### config.mk
export PLATFORM = sky130hd
export DESIGN_NAME = lpm_seq_ctrl
export DESIGN_NICKNAME = d
export VERILOG_FILES = /design/src/rtl/lpm_pkg.sv /design/src/rtl/lpm_cfg_regs.sv /design/src/rtl/lpm_wake_qual.sv /design/src/rtl/lpm_mode_fsm.sv /design/src/rtl/lpm_out_decode.sv /design/src/rtl/lpm_seq_ctrl.sv
export SDC_FILE = /design/constraint.sdc
export NUM_CORES = 1
export LEC_CHECK = 0
export ABC_AREA = 1
export BUFFER_PORTS_ARGS = -buffer_cell sky130_fd_sc_hd__buf_2
export CAP_MARGIN = 20
export CORE_MARGIN = 2
export CORE_UTILIZATION = 57
export CTS_BUF_LIST = sky130_fd_sc_hd__clkbuf_2 sky130_fd_sc_hd__clkbuf_4 sky130_fd_sc_hd__clkbuf_8
export DETAILED_ROUTE_END_ITERATION = 7
export GPL_TIMING_DRIVEN = 0
export HOLD_SLACK_MARGIN = 0.06
export PLACE_DENSITY = 0.83
export SLEW_MARGIN = 0
export SYNTH_ARGS = -nofsm -noshare
export SYNTH_HDL_FRONTEND = slang
export SYNTH_SLANG_ARGS = --single-unit
### constraint.sdc
create_clock -name clk -period 1.57 [get_ports clk]
set_input_delay 0.314 -clock clk [delete_from_list [all_inputs] [get_ports clk]]
set_output_delay 0.314 -clock clk [all_outputs]
set_load 0.1 [all_outputs]
### src/rtl/lpm_pkg.sv
package lpm_pkg;
  typedef enum logic [1:0] {
    LPM_RUN    = 2'd0,
    LPM_NAP    = 2'd1,
    LPM_DEEP   = 2'd2,
    LPM_SETTLE = 2'd3
  } lpm_state_e;

  localparam logic [2:0] A_PMODE     = 3'd0;
  localparam logic [2:0] A_DSCFG     = 3'd1;
  localparam logic [2:0] A_WAKECFG   = 3'd2;
  localparam logic [2:0] A_RUNCFG    = 3'd3;
  localparam logic [2:0] A_STARTMASK = 3'd4;
  localparam logic [2:0] A_SETTLE    = 3'd5;
  localparam logic [2:0] A_STATUS    = 3'd6;

  localparam logic [2:0] PM_NAP  = 3'd0;
  localparam logic [2:0] PM_DEEP = 3'd1;
endpackage

### src/rtl/lpm_cfg_regs.sv
module lpm_cfg_regs
  import lpm_pkg::*;
#(
  parameter int PD_W     = 8,
  parameter int NPIN     = 8,
  parameter int SETTLE_W = 8,
  parameter int DATA_W   = 16,
  parameter logic [PD_W-1:0]     RUN_RST    = '0,
  parameter logic [PD_W-1:0]     WAKE_RST   = '0,
  parameter logic [SETTLE_W-1:0] SETTLE_RST = 4,
  localparam int SRC_W  = NPIN + 2,
  localparam int STAT_W = SRC_W + 2
) (
  input  logic                clk,
  input  logic                rst_n,
  input  logic                wr_en,
  input  logic [2:0]          wr_addr,
  input  logic [DATA_W-1:0]   wr_data,
  input  logic [2:0]          rd_addr,
  output logic [DATA_W-1:0]   rd_data,
  input  logic                ev_mode_we,
  input  logic [1:0]          ev_mode,
  input  logic                ev_src_we,
  input  logic [SRC_W-1:0]    ev_src,
  input  logic                wake_load,
  output logic [2:0]          pmode,
  output logic [PD_W-1:0]     ds_cfg,
  output logic [PD_W-1:0]     wake_cfg,
  output logic [PD_W-1:0]     run_cfg,
  output logic [NPIN-1:0]     start_mask,
  output logic [SETTLE_W-1:0] settle
);
  logic [STAT_W-1:0] stat_q;

  always_ff @(posedge clk or negedge rst_n) begin
    if (!rst_n) begin
      pmode      <= PM_NAP;
      ds_cfg     <= '1;
      wake_cfg   <= WAKE_RST;
      run_cfg    <= RUN_RST;
      start_mask <= '0;
      settle     <= SETTLE_RST;
      stat_q     <= '0;
    end else begin
      if (wr_en) begin
        case (wr_addr)
          A_PMODE:     pmode      <= wr_data[2:0];
          A_DSCFG:     ds_cfg     <= wr_data[PD_W-1:0];
          A_WAKECFG:   wake_cfg   <= wr_data[PD_W-1:0];
          A_RUNCFG:    run_cfg    <= wr_data[PD_W-1:0];
          A_STARTMASK: start_mask <= wr_data[NPIN-1:0];
          A_SETTLE:    settle     <= wr_data[SETTLE_W-1:0];
          A_STATUS:    stat_q     <= stat_q & ~wr_data[STAT_W-1:0];
          default: ;
        endcase
      end
      // hardware updates follow software so they take precedence
      if (wake_load) run_cfg <= wake_cfg;
      if (ev_mode_we) stat_q[1:0] <= ev_mode;
      if (ev_src_we) stat_q[STAT_W-1:2] <= ev_src;
    end
  end

  always_comb begin
    rd_data = '0;
    case (rd_addr)
      A_PMODE:     rd_data[2:0]          = pmode;
      A_DSCFG:     rd_data[PD_W-1:0]     = ds_cfg;
      A_WAKECFG:   rd_data[PD_W-1:0]     = wake_cfg;
      A_RUNCFG:    rd_data[PD_W-1:0]     = run_cfg;
      A_STARTMASK: rd_data[NPIN-1:0]     = start_mask;
      A_SETTLE:    rd_data[SETTLE_W-1:0] = settle;
      A_STATUS:    rd_data[STAT_W-1:0]   = stat_q;
      default: ;
    endcase
  end
endmodule

### src/rtl/lpm_wake_qual.sv
module lpm_wake_qual #(
  parameter int NPIN = 8
) (
  input  logic [NPIN-1:0] pin_irq,
  input  logic [NPIN-1:0] pin_en,
  input  logic [NPIN-1:0] start_mask,
  input  logic            bod_det,
  input  logic            bod_kept,
  output logic [NPIN-1:0] pin_hits,
  output logic            bod_hit,
  output logic            wake_any
);
  for (genvar i = 0; i < NPIN; i++) begin : g_pin
    assign pin_hits[i] = pin_irq[i] & pin_en[i] & start_mask[i];
  end

  assign bod_hit  = bod_det & bod_kept;
  assign wake_any = (|pin_hits) | bod_hit;
endmodule

### src/rtl/lpm_mode_fsm.sv
module lpm_mode_fsm
  import lpm_pkg::*;
#(
  parameter int SETTLE_W = 8
) (
  input  logic                clk,
  input  logic                rst_n,
  input  logic                wfi,
  input  logic                deep_flag,
  input  logic [2:0]          pmode,
  input  logic                irq_pending,
  input  logic                wake_any,
  input  logic [SETTLE_W-1:0] settle,
  output lpm_state_e          st,
  output logic                ev_nap_in,
  output logic                ev_deep_in,
  output logic                ev_nap_out,
  output logic                ev_deep_out
);
  lpm_state_e          st_nx;
  logic [SETTLE_W-1:0] cnt_q;

  always_comb begin
    st_nx       = st;
    ev_nap_in   = 1'b0;
    ev_deep_in  = 1'b0;
    ev_nap_out  = 1'b0;
    ev_deep_out = 1'b0;
    case (st)
      LPM_RUN: begin
        if (wfi && pmode == PM_NAP) begin
          st_nx     = LPM_NAP;
          ev_nap_in = 1'b1;
        end else if (wfi && pmode == PM_DEEP && deep_flag) begin
          st_nx      = LPM_DEEP;
          ev_deep_in = 1'b1;
        end
      end
      LPM_NAP: begin
        if (irq_pending) begin
          st_nx      = LPM_RUN;
          ev_nap_out = 1'b1;
        end
      end
      LPM_DEEP: begin
        if (wake_any) begin
          st_nx       = LPM_SETTLE;
          ev_deep_out = 1'b1;
        end
      end
      LPM_SETTLE: begin
        if (cnt_q == '0) st_nx = LPM_RUN;
      end
      default: st_nx = LPM_RUN;
    endcase
  end

  always_ff @(posedge clk or negedge rst_n) begin
    if (!rst_n) begin
      st    <= LPM_RUN;
      cnt_q <= '0;
    end else begin
      st <= st_nx;
      if (ev_deep_out) cnt_q <= settle;
      else if (st == LPM_SETTLE && cnt_q != '0) cnt_q <= cnt_q - SETTLE_W'(1);
    end
  end
endmodule

### src/rtl/lpm_out_decode.sv
module lpm_out_decode
  import lpm_pkg::*;
#(
  parameter int PD_W      = 8,
  parameter int BOD_BIT   = 3,
  parameter int WDOSC_BIT = 6
) (
  input  lpm_state_e      st,
  input  logic            ds_bod,
  input  logic            ds_wdosc,
  input  logic [PD_W-1:0] run_cfg,
  output logic            cpu_clk_en,
  output logic            main_clk_en,
  output logic            periph_clk_en,
  output logic            wdt_clk_en,
  output logic            fro_out_en,
  output logic            flash_standby,
  output logic [PD_W-1:0] pd_out
);
  logic            dark;
  logic [PD_W-1:0] deep_vec;

  for (genvar b = 0; b < PD_W; b++) begin : g_pd
    if (b == BOD_BIT) begin : g_bod
      assign deep_vec[b] = ds_bod;
    end else if (b == WDOSC_BIT) begin : g_wdosc
      assign deep_vec[b] = ds_wdosc;
    end else begin : g_off
      assign deep_vec[b] = 1'b1;
    end
  end

  assign dark          = (st == LPM_DEEP) || (st == LPM_SETTLE);
  assign cpu_clk_en    = (st == LPM_RUN);
  assign main_clk_en   = !dark;
  assign periph_clk_en = !dark;
  assign wdt_clk_en    = dark ? !ds_wdosc : 1'b1;
  assign fro_out_en    = !dark;
  assign flash_standby = dark;
  assign pd_out        = (st == LPM_DEEP) ? deep_vec : run_cfg;
endmodule

### src/rtl/lpm_seq_ctrl.sv
module lpm_seq_ctrl
  import lpm_pkg::*;
#(
  parameter int NPIN      = 8,
  parameter int PD_W      = 8,
  parameter int SETTLE_W  = 8,
  parameter int DATA_W    = 16,
  parameter int BOD_BIT   = 3,
  parameter int WDOSC_BIT = 6,
  parameter logic [PD_W-1:0]     RUN_RST    = '0,
  parameter logic [PD_W-1:0]     WAKE_RST   = '0,
  parameter logic [SETTLE_W-1:0] SETTLE_RST = 4
) (
  input  logic              clk,
  input  logic              rst_n,
  input  logic              wr_en,
  input  logic [2:0]        wr_addr,
  input  logic [DATA_W-1:0] wr_data,
  input  logic [2:0]        rd_addr,
  output logic [DATA_W-1:0] rd_data,
  input  logic              wfi,
  input  logic              deep_flag,
  input  logic              irq_pending,
  input  logic [NPIN-1:0]   pin_irq,
  input  logic [NPIN-1:0]   pin_en,
  input  logic              bod_det,
  output logic              cpu_clk_en,
  output logic              main_clk_en,
  output logic              periph_clk_en,
  output logic              wdt_clk_en,
  output logic              fro_out_en,
  output logic              flash_standby,
  output logic [PD_W-1:0]   pd_out
);
  localparam int SRC_W = NPIN + 2;

  lpm_state_e          st;
  logic [2:0]          pmode;
  logic [PD_W-1:0]     ds_cfg, wake_cfg, run_cfg;
  logic [NPIN-1:0]     start_mask, pin_hits;
  logic [SETTLE_W-1:0] settle;
  logic                bod_hit, wake_any;
  logic                ev_nap_in, ev_deep_in, ev_nap_out, ev_deep_out;
  logic [1:0]          ev_mode;
  logic [SRC_W-1:0]    ev_src;

  assign ev_mode = ev_deep_in ? 2'b10 : 2'b01;
  assign ev_src  = ev_nap_out ? SRC_W'(1) : {pin_hits, bod_hit, 1'b0};

  lpm_cfg_regs #(
    .PD_W(PD_W), .NPIN(NPIN), .SETTLE_W(SETTLE_W), .DATA_W(DATA_W),
    .RUN_RST(RUN_RST), .WAKE_RST(WAKE_RST), .SETTLE_RST(SETTLE_RST)
  ) u_regs (
    .clk(clk), .rst_n(rst_n),
    .wr_en(wr_en), .wr_addr(wr_addr), .wr_data(wr_data),
    .rd_addr(rd_addr), .rd_data(rd_data),
    .ev_mode_we(ev_nap_in | ev_deep_in), .ev_mode(ev_mode),
    .ev_src_we(ev_nap_out | ev_deep_out), .ev_src(ev_src),
    .wake_load(ev_deep_out),
    .pmode(pmode), .ds_cfg(ds_cfg), .wake_cfg(wake_cfg), .run_cfg(run_cfg),
    .start_mask(start_mask), .settle(settle)
  );

  lpm_wake_qual #(.NPIN(NPIN)) u_wake (
    .pin_irq(pin_irq), .pin_en(pin_en), .start_mask(start_mask),
    .bod_det(bod_det), .bod_kept(!ds_cfg[BOD_BIT]),
    .pin_hits(pin_hits), .bod_hit(bod_hit), .wake_any(wake_any)
  );

  lpm_mode_fsm #(.SETTLE_W(SETTLE_W)) u_fsm (
    .clk(clk), .rst_n(rst_n), .wfi(wfi), .deep_flag(deep_flag),
    .pmode(pmode), .irq_pending(irq_pending), .wake_any(wake_any),
    .settle(settle), .st(st),
    .ev_nap_in(ev_nap_in), .ev_deep_in(ev_deep_in),
    .ev_nap_out(ev_nap_out), .ev_deep_out(ev_deep_out)
  );

  lpm_out_decode #(.PD_W(PD_W), .BOD_BIT(BOD_BIT), .WDOSC_BIT(WDOSC_BIT)) u_out (
    .st(st), .ds_bod(ds_cfg[BOD_BIT]), .ds_wdosc(ds_cfg[WDOSC_BIT]),
    .run_cfg(run_cfg),
    .cpu_clk_en(cpu_clk_en), .main_clk_en(main_clk_en),
    .periph_clk_en(periph_clk_en), .wdt_clk_en(wdt_clk_en),
    .fro_out_en(fro_out_en), .flash_standby(flash_standby), .pd_out(pd_out)
  );
endmodule

==> results.txt <==
Status: finished, violations left
Failing checks: DRC, setup timing
Worst-skew pair later-pin latency: 0.36 ns
Layout Nets: 636
Number of flops mapped to enable cells by yosys: 0
Worst Path Arrival: 1.66 ns
Top cells by area, synth: dfrtp_1 (39%), nand2_1 (13%), o21ai_0 (7.3%)
Final Hold Fails: 0
Die Width: 83.1 µm
Clock buffer count from CTS: 9
DRT antenna net count: 0
Area Overhead vs Synth: 61.8%
RR Startpoint: u_regs.ds_cfg[3]
Post-DR vias/cell: 7.31
Full die area: 6900 µm²
Synth top cells by count: nand2_1 (121), inv_1 (63), dfrtp_1 (56)
Synth unique cells: 37
Port Buf Inserts: 66
Cell Count, Final, Fillers Out: 669
Clock-pin slew on the worst setup and hold paths: 0.09 ns
Root Driver: clkbuf_8
HPWL after detailed placement: 7990 µm
Cell taking the most area after synthesis: dfrtp_1
CTS H-tree depth: 3
Kind of critical path: flop to primary output
Worst R2R Path Depth: 10
Pleak: 0.00276 µW
Most common cell in the netlist: nand2_1
Yosys top cell area share: 39.3%
Unrepaired setup endpoints after global routing: true
R2R setup slack: -0.17 ns
Synth warn: 0
Slew Viols, Final: 0
Global-route wire length before repair: 20,900 µm
Cells after Synth: 464
Site row count: 28
Inst Count DP: 608
Core box area: 5990 µm²
Setup WS post-layout: -0.403 ns
CTS Hold Bufs: 0
Synth Register Bits: 65
Hold WS: 0.0574 ns
Max Buffers Root-to-Sink: 2
Number of global-route vias before repair: 4,105
Critical Path End Type: primary output
Final period utilization: 126%
# DRC: 129
Via count: 4,888
Startpoint types: flop
Slew @ Worst Pin: 0.873 ns
Clock sinks: 65
CP max FO: 4
Slowest cell on the critical path: dfrtp_2
Final antenna diode count: 0
Critical path's largest stage delay: 0.40 ns
Starting Density: 59.5%
Share of cells above drive strength 1: 50.0%
Main synth FF type: dfrtp_1
HP Class: input port to async pin
Global route total overflow: 0
Largest net degree at the start of global routing: 66
Avg WL per Cell: 28.9 µm
FILL cells: 133
Pwr per Cell Area: 1970 nW/µm²
Initial DRC count: 948
Gp weighted congestion: 0.955
GR Util All Layers: 38.9%
Final min period: 1.97 ns
Worst path required time: 1.26 ns
Seq/Total Area, Yosys: 46.0%
DRT Pass-1 Iters: 8
Mapped Area: 3560 µm²
Die Y-Extent: 83.1 µm
I/O pin count: 75
Worst path cell trace: clkinvlp_4, nor2_4, clkinvlp_4, nand2_4, buf_12
Fmax: 0.507 GHz
Skew final: 0.0123 ns
Final setup fails: 53
Fraction of registers with async set/reset: 100%
Mapped Avg Cell Area: 7.68 µm²
Slew margin rel.: 41.8%
Routed wire length: 19,300 µm
Capturing point of the worst reg2reg path: u_fsm.cnt_q[1]
Initial antenna violation count: 0
CTS tree: done
Max cap viols: 0
Worst VDD drop: 0.00217 V
Crit-path most repeated cell: clkinvlp_4
[metal layers]
layer / up-vias / track usage (%) / wire length [µm]
met2: 648 / 64.6 / 8280
met5: - / 0 / 0
met1: 2186 / 46.4 / 5870
met3: 291 / 10.0 / 2810
li1: 1763 / - / -
met4: 0 / 20.9 / 2350
[how the worst max path moves through the flow]
stage,cells after the start,start,to
global placement,9,rd_addr[1],rd_data[6]
floorplan,5,u_fsm.st[1],pd_out[3]
detailed placement,9,rd_addr[1],rd_data[6]
CTS,5,u_fsm.st[1],pd_out[4]
global route,5,u_fsm.st[1],pd_out[4]
finish,5,u_fsm.st[1],pd_out[4]
[metrics by stage]
| stage | power, µW | area (µm²) | worst slack [ns] | TNS (ns) | util [%] |
|---|---|---|---|---|---|
| after global routing | 11500 | 5770 | -0.457 | -9.38 | 96.3 |
| after global placement | 7180 | 4380 | -0.465 | -12.01 | 73.0 |
| after detailed placement | 7300 | 4380 | -0.524 | -9.01 | 73.1 |
| after floorplan | 6440 | 3950 | -0.521 | -9.41 | - |
| after CTS | 9740 | 5270 | -0.313 | -3.45 | 88.0 |
| final | 11300 | 5770 | -0.403 | -8.06 | 96.3 |
[placed cells by master (no fill, tap or decap), types with 5 or more instances in the layout]
| cell type | instances |
|---|---|
| nand3_2 | 32 |
| dfstp_2 | 9 |
| buf_6 | 7 |
| nand3_1 | 14 |
| o21ai_0 | 46 |
| nand2_2 | 14 |
| buf_2 | 36 |
| inv_1 | 39 |
| inv_2 | 17 |
| o22ai_2 | 7 |
| inv_4 | 5 |
| a21oi_2 | 7 |
| buf_8 | 5 |
| buf_12 | 25 |
| clkbuf_8 | 9 |
| nand2_1 | 96 |
| dfrtp_1 | 54 |
| buf_4 | 47 |
| o2111ai_4 | 7 |
| nand4_1 | 6 |
| nor2_1 | 19 |
| nand3_4 | 6 |
| nand2_4 | 14 |
| nor2_4 | 11 |
[flip-flops by register name, summed over array words and instances, names as in the netlist]
name and count:
u_regs.stat_q 12, u_fsm.cnt_q 8, u_regs.ds_cfg 8, u_regs.run_cfg 8, u_regs.settle 8, u_regs.start_mask 8
u_regs.wake_cfg 8, u_regs.pmode 3, u_fsm.st 2
[final cells by class]
type / count / area, µm² / area share, %
inverters: 66 / 287 / 4.97
clock inverters: 4 / 20.0 / 0.347
well taps: 75 / 93.8 / 1.63
plain buffers: 17 / 171 / 2.97
flip-flops and latches: 65 / 1640 / 28.4
multi-input cells: 320 / 2320 / 40.3
repair buffers: 110 / 1090 / 18.8
clock buffers: 12 / 146 / 2.54
[power by group]
part	switching, µW	internal [µW]
combinational	4640	2560
clock	754	618
sequential	601	2180
[timing repair]
action                                  in CTS  in global routing
setup buffers                               28                 14
endpoints found under the setup margin      39                 46
pin swaps                                   21                 21
cloned                                       0                  3
resized for setup                          149                 82
[cell families after synthesis]
logic type / after synthesis / synth area share, %
buf+inv: 83 / 10.5
fa+ha+maj: 2 / 0.702
other cells: 1 / 0.105
flops: 65 / 46.0
simple gates: 223 / 28.3
compound gates: 87 / 13.7
xor+xnor: 3 / 0.737
[critical path, delay by kind of cell, from the launching register on]
kind                   cells  cell delay [ns]
buffers and inverters      3             0.58
DFF                        1             0.40
and+or+nand+nor            2             0.32
Note: power is estimated with default switching activity, not from simulation.
